[src/rtl/cl_pkg.sv]
package cl_pkg;

    typedef enum logic [1:0] {
        LS_INV   = 2'b00,
        LS_VAL   = 2'b01,
        LS_DIRTY = 2'b10
    } line_st_e;

    function automatic logic is_live(input logic [1:0] st);
        return st != LS_INV;
    endfunction

    // state after a hit: only a copyback write promotes a clean line
    function automatic logic [1:0] after_hit(input logic [1:0] st,
                                             input logic wr,
                                             input logic wthru);
        if (wr && !wthru && st == LS_VAL) return LS_DIRTY;
        return st;
    endfunction

    // state given to a freshly filled line
    function automatic logic [1:0] fill_state(input logic dirty);
        return dirty ? LS_DIRTY : LS_VAL;
    endfunction

endpackage

[src/rtl/cl_tag_match.sv]
module cl_tag_match import cl_pkg::*; #(
    parameter int WAYS  = 4,
    parameter int TAG_W = 8,
    localparam int WAY_W = $clog2(WAYS)
) (
    input  logic                        clk,
    input  logic                        rst,
    input  logic [WAYS-1:0][1:0]        way_st,
    input  logic [WAYS-1:0][TAG_W-1:0]  way_tag,
    input  logic [TAG_W-1:0]            probe_tag,
    output logic                        match,
    output logic [WAY_W-1:0]            match_way
);

    logic [WAYS-1:0] hv;

    generate
        for (genvar g = 0; g < WAYS; g++) begin : g_cmp
            assign hv[g] = is_live(way_st[g]) && (way_tag[g] == probe_tag);
        end
    endgenerate

    always_comb begin
        match_way = '0;
        for (int i = 0; i < WAYS; i++) begin
            if (hv[i]) match_way = WAY_W'(i);
        end
    end

    assign match = |hv;

    // live tags within one set never collide
    a_r2_single_match: assert property (@(posedge clk) disable iff (rst)
        $onehot0(hv));

endmodule

[src/rtl/cl_victim.sv]
module cl_victim import cl_pkg::*; #(
    parameter int WAYS = 4,
    localparam int WAY_W = $clog2(WAYS)
) (
    input  logic                  clk,
    input  logic                  rst,
    input  logic [WAYS-1:0][1:0]  way_st,
    input  logic [WAY_W-1:0]      rr_ptr,
    output logic [WAY_W-1:0]      pick_way,
    output logic [1:0]            pick_st
);

    logic [WAYS-1:0] free;

    generate
        for (genvar g = 0; g < WAYS; g++) begin : g_free
            assign free[g] = (way_st[g] == LS_INV);
        end
    endgenerate

    always_comb begin
        pick_way = rr_ptr;
        for (int i = WAYS - 1; i >= 0; i--) begin
            if (free[i]) pick_way = WAY_W'(i);
        end
        pick_st = way_st[pick_way];
    end

    // a free way is chosen and no lower way is free
    a_r4_lowest_free: assert property (@(posedge clk) disable iff (rst)
        (|free) |-> (free[pick_way] &&
                     ((free & ((WAYS'(1) << pick_way) - WAYS'(1))) == '0)));

endmodule

[src/rtl/cl_push_buf.sv]
module cl_push_buf #(
    parameter int SET_W = 2,
    parameter int TAG_W = 8
) (
    input  logic              clk,
    input  logic              rst,
    input  logic              load,
    input  logic [SET_W-1:0]  load_set,
    input  logic [TAG_W-1:0]  load_tag,
    input  logic              hold,
    input  logic              wb_done,
    input  logic              probe_en,
    input  logic [SET_W-1:0]  probe_set,
    input  logic [TAG_W-1:0]  probe_tag,
    output logic              full,
    output logic              wb_req,
    output logic [SET_W-1:0]  wb_set,
    output logic [TAG_W-1:0]  wb_tag,
    output logic              probe_hit
);

    always_ff @(posedge clk) begin
        if (rst) begin
            full   <= 1'b0;
            wb_set <= '0;
            wb_tag <= '0;
        end else if (load) begin
            full   <= 1'b1;
            wb_set <= load_set;
            wb_tag <= load_tag;
        end else if (wb_req && wb_done) begin
            full   <= 1'b0;
        end
    end

    assign wb_req    = full && !hold;
    assign probe_hit = probe_en && full && (wb_set == probe_set) && (wb_tag == probe_tag);

    // the single entry is never overwritten
    a_r9_no_overwrite: assert property (@(posedge clk) disable iff (rst)
        load |-> !full);

    // a completed writeback empties the entry
    a_r9_drain_empties: assert property (@(posedge clk) disable iff (rst)
        (wb_req && wb_done) |=> !full);

endmodule

[src/rtl/dcache_line_ctrl.sv]
module dcache_line_ctrl import cl_pkg::*; #(
    parameter int SET_W = 2,
    parameter int TAG_W = 8,
    parameter int WAYS  = 4,
    localparam int WAY_W = $clog2(WAYS)
) (
    input  logic              clk,
    input  logic              rst,
    input  logic              req_valid,
    input  logic              req_write,
    input  logic              req_wthru,
    input  logic [SET_W-1:0]  req_set,
    input  logic [TAG_W-1:0]  req_tag,
    output logic              req_ready,
    output logic              hit,
    output logic              hit_dirty,
    output logic [WAY_W-1:0]  hit_way,
    output logic [WAY_W-1:0]  victim_way,
    output logic              fill_req,
    output logic [SET_W-1:0]  fill_set,
    output logic [TAG_W-1:0]  fill_tag,
    output logic [WAY_W-1:0]  fill_way,
    input  logic              fill_done,
    output logic              wb_req,
    output logic [SET_W-1:0]  wb_set,
    output logic [TAG_W-1:0]  wb_tag,
    input  logic              wb_done,
    input  logic              cmd_valid,
    input  logic              cmd_push,
    input  logic [SET_W-1:0]  cmd_set,
    input  logic [WAY_W-1:0]  cmd_way,
    output logic              cmd_ready,
    input  logic              snoop_valid,
    input  logic [SET_W-1:0]  snoop_set,
    input  logic [TAG_W-1:0]  snoop_tag,
    output logic              snoop_hit,
    output logic [WAY_W-1:0]  snoop_way,
    output logic              snoop_pb_hit
);

    localparam int NUM_SETS = 1 << SET_W;

    // line storage
    logic [NUM_SETS-1:0][WAYS-1:0][1:0]       st_q;
    logic [NUM_SETS-1:0][WAYS-1:0][TAG_W-1:0] tag_q;
    logic [NUM_SETS-1:0][WAY_W-1:0]           rr_q;

    // pending fill
    logic              filling_q;
    logic              fill_dirty_q;
    logic [SET_W-1:0]  fill_set_q;
    logic [TAG_W-1:0]  fill_tag_q;
    logic [WAY_W-1:0]  fill_way_q;

    // lookup results
    logic              rq_hit;
    logic [WAY_W-1:0]  rq_way;
    logic              sn_match;
    logic [WAY_W-1:0]  sn_way;
    logic [WAY_W-1:0]  vic_way;
    logic [1:0]        vic_st;

    // control
    logic              need_alloc;
    logic              vic_dirty;
    logic              req_go;
    logic              cmd_go;
    logic [1:0]        cmd_line_st;
    logic              cmd_dirty;
    logic              pb_full;
    logic              pb_load;
    logic [SET_W-1:0]  pb_ld_set;
    logic [TAG_W-1:0]  pb_ld_tag;

    cl_tag_match #(.WAYS(WAYS), .TAG_W(TAG_W)) u_req_match (
        .clk       (clk),
        .rst       (rst),
        .way_st    (st_q[req_set]),
        .way_tag   (tag_q[req_set]),
        .probe_tag (req_tag),
        .match     (rq_hit),
        .match_way (rq_way)
    );

    cl_tag_match #(.WAYS(WAYS), .TAG_W(TAG_W)) u_snoop_match (
        .clk       (clk),
        .rst       (rst),
        .way_st    (st_q[snoop_set]),
        .way_tag   (tag_q[snoop_set]),
        .probe_tag (snoop_tag),
        .match     (sn_match),
        .match_way (sn_way)
    );

    cl_victim #(.WAYS(WAYS)) u_victim (
        .clk      (clk),
        .rst      (rst),
        .way_st   (st_q[req_set]),
        .rr_ptr   (rr_q[req_set]),
        .pick_way (vic_way),
        .pick_st  (vic_st)
    );

    always_comb begin
        need_alloc  = req_valid && !rq_hit && !(req_write && req_wthru);
        vic_dirty   = (vic_st == LS_DIRTY);
        cmd_line_st = st_q[cmd_set][cmd_way];
        cmd_dirty   = (cmd_line_st == LS_DIRTY);

        req_ready = !filling_q && !snoop_valid && !cmd_valid &&
                    !(need_alloc && vic_dirty && pb_full);
        cmd_ready = !filling_q && !snoop_valid &&
                    !(cmd_push && cmd_dirty && pb_full);

        req_go = req_valid && req_ready;
        cmd_go = cmd_valid && cmd_ready;

        pb_load   = (req_go && need_alloc && vic_dirty) ||
                    (cmd_go && cmd_push && cmd_dirty);
        pb_ld_set = cmd_go ? cmd_set : req_set;
        pb_ld_tag = cmd_go ? tag_q[cmd_set][cmd_way] : tag_q[req_set][vic_way];
    end

    cl_push_buf #(.SET_W(SET_W), .TAG_W(TAG_W)) u_push_buf (
        .clk       (clk),
        .rst       (rst),
        .load      (pb_load),
        .load_set  (pb_ld_set),
        .load_tag  (pb_ld_tag),
        .hold      (filling_q),
        .wb_done   (wb_done),
        .probe_en  (snoop_valid),
        .probe_set (snoop_set),
        .probe_tag (snoop_tag),
        .full      (pb_full),
        .wb_req    (wb_req),
        .wb_set    (wb_set),
        .wb_tag    (wb_tag),
        .probe_hit (snoop_pb_hit)
    );

    always_ff @(posedge clk) begin
        if (rst) begin
            st_q         <= '0;
            tag_q        <= '0;
            rr_q         <= '0;
            filling_q    <= 1'b0;
            fill_dirty_q <= 1'b0;
            fill_set_q   <= '0;
            fill_tag_q   <= '0;
            fill_way_q   <= '0;
        end else begin
            if (snoop_valid && sn_match)
                st_q[snoop_set][sn_way] <= LS_INV;

            if (cmd_go)
                st_q[cmd_set][cmd_way] <= LS_INV;

            if (req_go && rq_hit) begin
                st_q[req_set][rq_way] <= after_hit(st_q[req_set][rq_way], req_write, req_wthru);
            end else if (req_go && need_alloc) begin
                st_q[req_set][vic_way] <= LS_INV;
                filling_q    <= 1'b1;
                fill_dirty_q <= req_write;
                fill_set_q   <= req_set;
                fill_tag_q   <= req_tag;
                fill_way_q   <= vic_way;
                if (is_live(vic_st))
                    rr_q[req_set] <= rr_q[req_set] + WAY_W'(1);
            end

            if (filling_q && fill_done) begin
                st_q[fill_set_q][fill_way_q]  <= fill_state(fill_dirty_q);
                tag_q[fill_set_q][fill_way_q] <= fill_tag_q;
                filling_q <= 1'b0;
            end
        end
    end

    assign hit        = req_valid && rq_hit;
    assign hit_dirty  = hit && (st_q[req_set][rq_way] == LS_DIRTY);
    assign hit_way    = rq_way;
    assign victim_way = vic_way;
    assign fill_req   = filling_q;
    assign fill_set   = fill_set_q;
    assign fill_tag   = fill_tag_q;
    assign fill_way   = fill_way_q;
    assign snoop_hit  = snoop_valid && sn_match;
    assign snoop_way  = sn_way;

    // replacing a live line steps that set's pointer by one
    a_r5_rr_step: assert property (@(posedge clk) disable iff (rst)
        (req_go && need_alloc && is_live(vic_st)) |=>
            (rr_q[$past(req_set)] == $past(rr_q[req_set]) + WAY_W'(1)));

    // a finished fill leaves its line live with the requested state
    a_r3_fill_lands: assert property (@(posedge clk) disable iff (rst)
        (filling_q && fill_done) |=>
            (st_q[$past(fill_set_q)][$past(fill_way_q)] ==
             ($past(fill_dirty_q) ? LS_DIRTY : LS_VAL)));

    // writeback is never offered while a fill is outstanding
    a_r9_wb_after_fill: assert property (@(posedge clk) disable iff (rst)
        filling_q |-> !wb_req);

    // a copyback write hit leaves the line dirty
    a_r6_write_hit_dirty: assert property (@(posedge clk) disable iff (rst)
        (req_go && rq_hit && req_write && !req_wthru) |=>
            (st_q[$past(req_set)][$past(rq_way)] == LS_DIRTY));

    // a write-through write miss starts no fill
    a_r7_wt_write_no_fill: assert property (@(posedge clk) disable iff (rst)
        (req_go && !rq_hit && req_write && req_wthru && !filling_q) |=> !filling_q);

    // a snoop hit leaves the line invalid
    a_r11_snoop_clears: assert property (@(posedge clk) disable iff (rst)
        (snoop_valid && sn_match) |=>
            (st_q[$past(snoop_set)][$past(sn_way)] == LS_INV));

endmodule

[config.mk]
export PLATFORM = sky130hd
export DESIGN_NAME = dcache_line_ctrl
export DESIGN_NICKNAME = d
export VERILOG_FILES = /design/src/rtl/cl_pkg.sv /design/src/rtl/cl_tag_match.sv /design/src/rtl/cl_victim.sv /design/src/rtl/cl_push_buf.sv /design/src/rtl/dcache_line_ctrl.sv
export SDC_FILE = /design/constraint.sdc
export NUM_CORES = 1
export LEC_CHECK = 0
export ABC_AREA = 1
export BUFFER_PORTS_ARGS = -buffer_cell sky130_fd_sc_hd__buf_4
export CAP_MARGIN = 20
export CORE_UTILIZATION = 49
export CTS_BUF_LIST = sky130_fd_sc_hd__clkbuf_8
export CTS_CLUSTER_DIAMETER = 50
export CTS_CLUSTER_SIZE = 20
export DETAILED_ROUTE_END_ITERATION = 6
export PLACE_DENSITY = 0.66
export SYNTH_ARGS = -nofsm -noshare
export SYNTH_HDL_FRONTEND = slang
export SYNTH_SLANG_ARGS = --single-unit
[constraint.sdc]
create_clock -name clk -period 4.6 [get_ports clk]
set_input_delay 0.69 -clock clk [delete_from_list [all_inputs] [get_ports clk]]
set_output_delay 0.69 -clock clk [all_outputs]
set_load 0.02 [all_outputs]
==> results.ini <==
[run_status]
status=finished clean

[final_layout]
regArea_mm2=0.00386
multi_input_area_mm2=0.00900
finalNetCount=2615
antenna_cells=0
drive_gt1_share_pct=8.37
syn2layout_area_growth_pct=7.47
fill_cells=3123

[timing]
fin_worst_skew_ns=0.0352
hold-worst-slack_ns=0.472
period_needed_ns=4.21
worstMarginPinSlew_ns=1.05
tns_ns=0
finalHoldViolations=0
fin_crit_sh_pct=91.6
rsz0062_at_grt=no
finalSetupViolCount=0
slew_viol_final=0
slew_headroom_pct=30.1
fmaxAchievable_mhz=237

[drt]
drt_iter0_drc=3074
wl_per_cell_um=24.2
dr.pass1.iters=7
route.detailed.drc=0
vias_per_cell=6.22
drt-total-wl_um=72200
antenna_left=0
vias=18500

[global_route]
grt_pass1_wl_um=105000
grt_pass1_vias=16100
antenna_found_initial=2
grt.overflow.total=0
grt.total_usage_pct=46.8
grt_max_degree=86

[floorplan]
ios=70
core_mm2=0.0290
die_w_um=175
die_area_mm2=0.0306
die_y_um=175
rows=62
initial_utilization_pct=50.5

[worst_setup_path]
reg2reg_from=tag_q[127]
end_kind=output port
crit_arrival_ns=3.52
critPathLaunch=snoop_set[1]
crit_type=input port to output port
startpoint_type=input port
critPathMaxFanout=20
crit_required_ns=3.91

[clocking]
cts_tree=done
cts.htree.levels=4
cts_max_path_buffers=2
post_cts_buffers=0
cts_buffers=17
cts_root_buf=clkbuf_8
cts_resized=0
holdBufCountCts=0
clk_latency_ns=0.53
cts.sinks=193
clk_pin_slew_ns=0.10

[synth]
ys_ff_latch=193
synth-xor-area-share_pct=0.419
synth_fp_nets=2606
yosysWarnings=0
synth_cell_types=42
muxShareOfSynthArea_pct=0
seq_area_frac_synth_pct=26.4
syn-instance-count=2572
synth_top_family_by_area=simple AND/OR/NAND/NOR gates
syn_area_per_cell_um2=5.69
synth_fa_ha_area_share_pct=0
post_synth_and_or_nand_nor_area_fraction_pct=39.7
synth-compound-area-share_pct=21.3
synth_area_mm2=0.0146

[power_and_ir_drop]
leakagePower_nw=7.02
power.density_mw_per_mm2=211
p_total_mw=3.32
peakVddDrop_mv=0.199

[flow_run]
cap_viol_max_count=0

[placed_design]
io_buffers=69
globalplace.congestion=1.07
hpwl_um=53700

[worst_hold_path]
hold_start=rr_q[7]
hold_path.class=register to register

worst max-delay path, stage by stage:
cell and delay [ns]:
buf_4 0.22, clkinv_1 0.33, nor2_1 0.55, buf_12 0.25
a21oi_1 0.20, nand3_1 0.15, nand2_1 0.05, nor2_1 0.09
nand3_1 0.16, nor2_2 0.28, inv_1 0.10, o41ai_1 0.10
o21a_1 0.18, buf_4 0.14
cells in the mapped netlist, drive strengths merged:
| master | number | share of area [%] |
|---|---|---|
| o21a | 2 | 0.10 |
| nand4 | 46 | 2.0 |
| a211oi | 6 | 0.31 |
| a221oi | 7 | 0.42 |
| xor2 | 5 | 0.30 |
| clkbuf | 69 | 1.8 |
| o2111ai | 1 | 0.060 |
| xnor2 | 2 | 0.12 |
| and2 | 1 | 0.043 |
| o41ai | 1 | 0.060 |
| dfxtp | 193 | 26 |
| inv | 286 | 7.3 |
| o22ai | 42 | 1.8 |
| nand3b | 15 | 0.77 |
| nand3 | 188 | 6.7 |
| nand2 | 840 | 22 |
| o221ai | 5 | 0.30 |
| nor3 | 12 | 0.63 |
| a22oi | 17 | 0.87 |
| buf | 62 | 3.0 |
| a31oi | 7 | 0.30 |
| o21ai | 290 | 9.9 |
| a21oi | 208 | 7.2 |
| clkinv | 3 | 0.077 |
| nor2 | 264 | 7.5 |
metal layers:
layer / global-route usage (%) / wire length (µm)
met1: 63.4 / 27900
met2: 64.7 / 28100
met3: 21.2 / 13200
met5: 0 / 23
met4: 16.3 / 2980
per-stage QoR:
step / utilization (%) / worst slack (ns) / cells / instance area (µm²)
finish: 54.2 / 0.385 / 2977 / 15700
global placement: 53.0 / 0.432 / 2946 / 15400
floorplan: - / 1.22 / 2572 / 14600
detailed placement: 53.0 / 0.357 / 2946 / 15400
global route: 54.2 / 0.269 / 2977 / 15700
CTS: 54.2 / 0.480 / 2977 / 15700
logic make-up (layout without fill, tap and decap cells):
group	after synthesis	count (layout)
buffers and inverters	420	441
AND/OR/NAND/NOR	1366	1366
AO/OA/AOI/OAI	586	586
flip-flops	193	193
XOR/XNOR	7	7
power by group:
| part | switching, mW | total, mW | leakage, nW | internal, mW |
|---|---|---|---|---|
| clock network | 0.724 | 1.12 | 0.189 | 0.399 |
| logic | 0.369 | 0.487 | 5.27 | 0.118 |
| registers | 0.0298 | 1.71 | 1.56 | 1.68 |
path summary, 6_finish.rpt:
| check | slack, ns | depth (start not counted) | endpoint |
|---|---|---|---|
| worst max register to register | 1.11 | 19 | st_q[8] |
| worst min register to register | 0.47 | 2 | rr_q[7] |
| worst max-delay path | 0.39 | 14 | snoop_hit |
| worst min-delay path | 0.47 | 2 | rr_q[7] |
registers in the layout, indices dropped and copies added (netlist names):
signal and flops:
fill_dirty_q 1, st_q 32, fill_set 2, fill_way 2, rr_q 8, u_push_buf.wb_set 2
u_push_buf.wb_tag 8, fill_req 1, u_push_buf.full 1, tag_q 128, fill_tag 8
placed cells by master (no fill, tap or decap), types with 2 or more instances in the layout:
master / synthesis / final
a211oi_1: 6 / 6
nand3_1: 182 / 182
a221oi_1: 7 / 7
buf_12: 0 / 3
nor2_2: 19 / 20
xnor2_1: 2 / 2
clkinv_1: 3 / 3
inv_1: 273 / 274
nand2_4: 6 / 6
inv_2: 12 / 12
nor3_1: 8 / 8
o21a_1: 2 / 2
a21oi_1: 207 / 207
nand3_2: 4 / 4
o21ai_0: 261 / 261
a31oi_1: 7 / 7
inv_8: 0 / 2
nand2_1: 824 / 824
nor3_2: 2 / 2
clkinv_4: 0 / 4
inv_4: 1 / 2
clkbuf_8: 0 / 18
a22oi_1: 17 / 17
nand3b_1: 15 / 15
o221ai_1: 5 / 5
nand3_4: 2 / 2
nor2_1: 239 / 238
xor2_1: 5 / 5
nor2_4: 5 / 5
nand4_1: 46 / 46
dfxtp_1: 193 / 193
buf_4: 17 / 118
o21ai_1: 29 / 29
o22ai_1: 42 / 42
nand2_2: 9 / 9
nor3_4: 2 / 2
inv_6: 0 / 2
cell type report:
| cell class | instances | share of cell area, % |
|---|---|---|
| repair buffers | 121 | 6.01 |
| clock buffers | 18 | 1.57 |
| inverters | 289 | 6.92 |
| flip-flops and latches | 193 | 24.6 |
| multi-input cells | 1959 | 57.2 |
| well taps | 384 | 3.05 |
| clock inverters | 13 | 0.708 |
(Power assumes the default switching activity.)
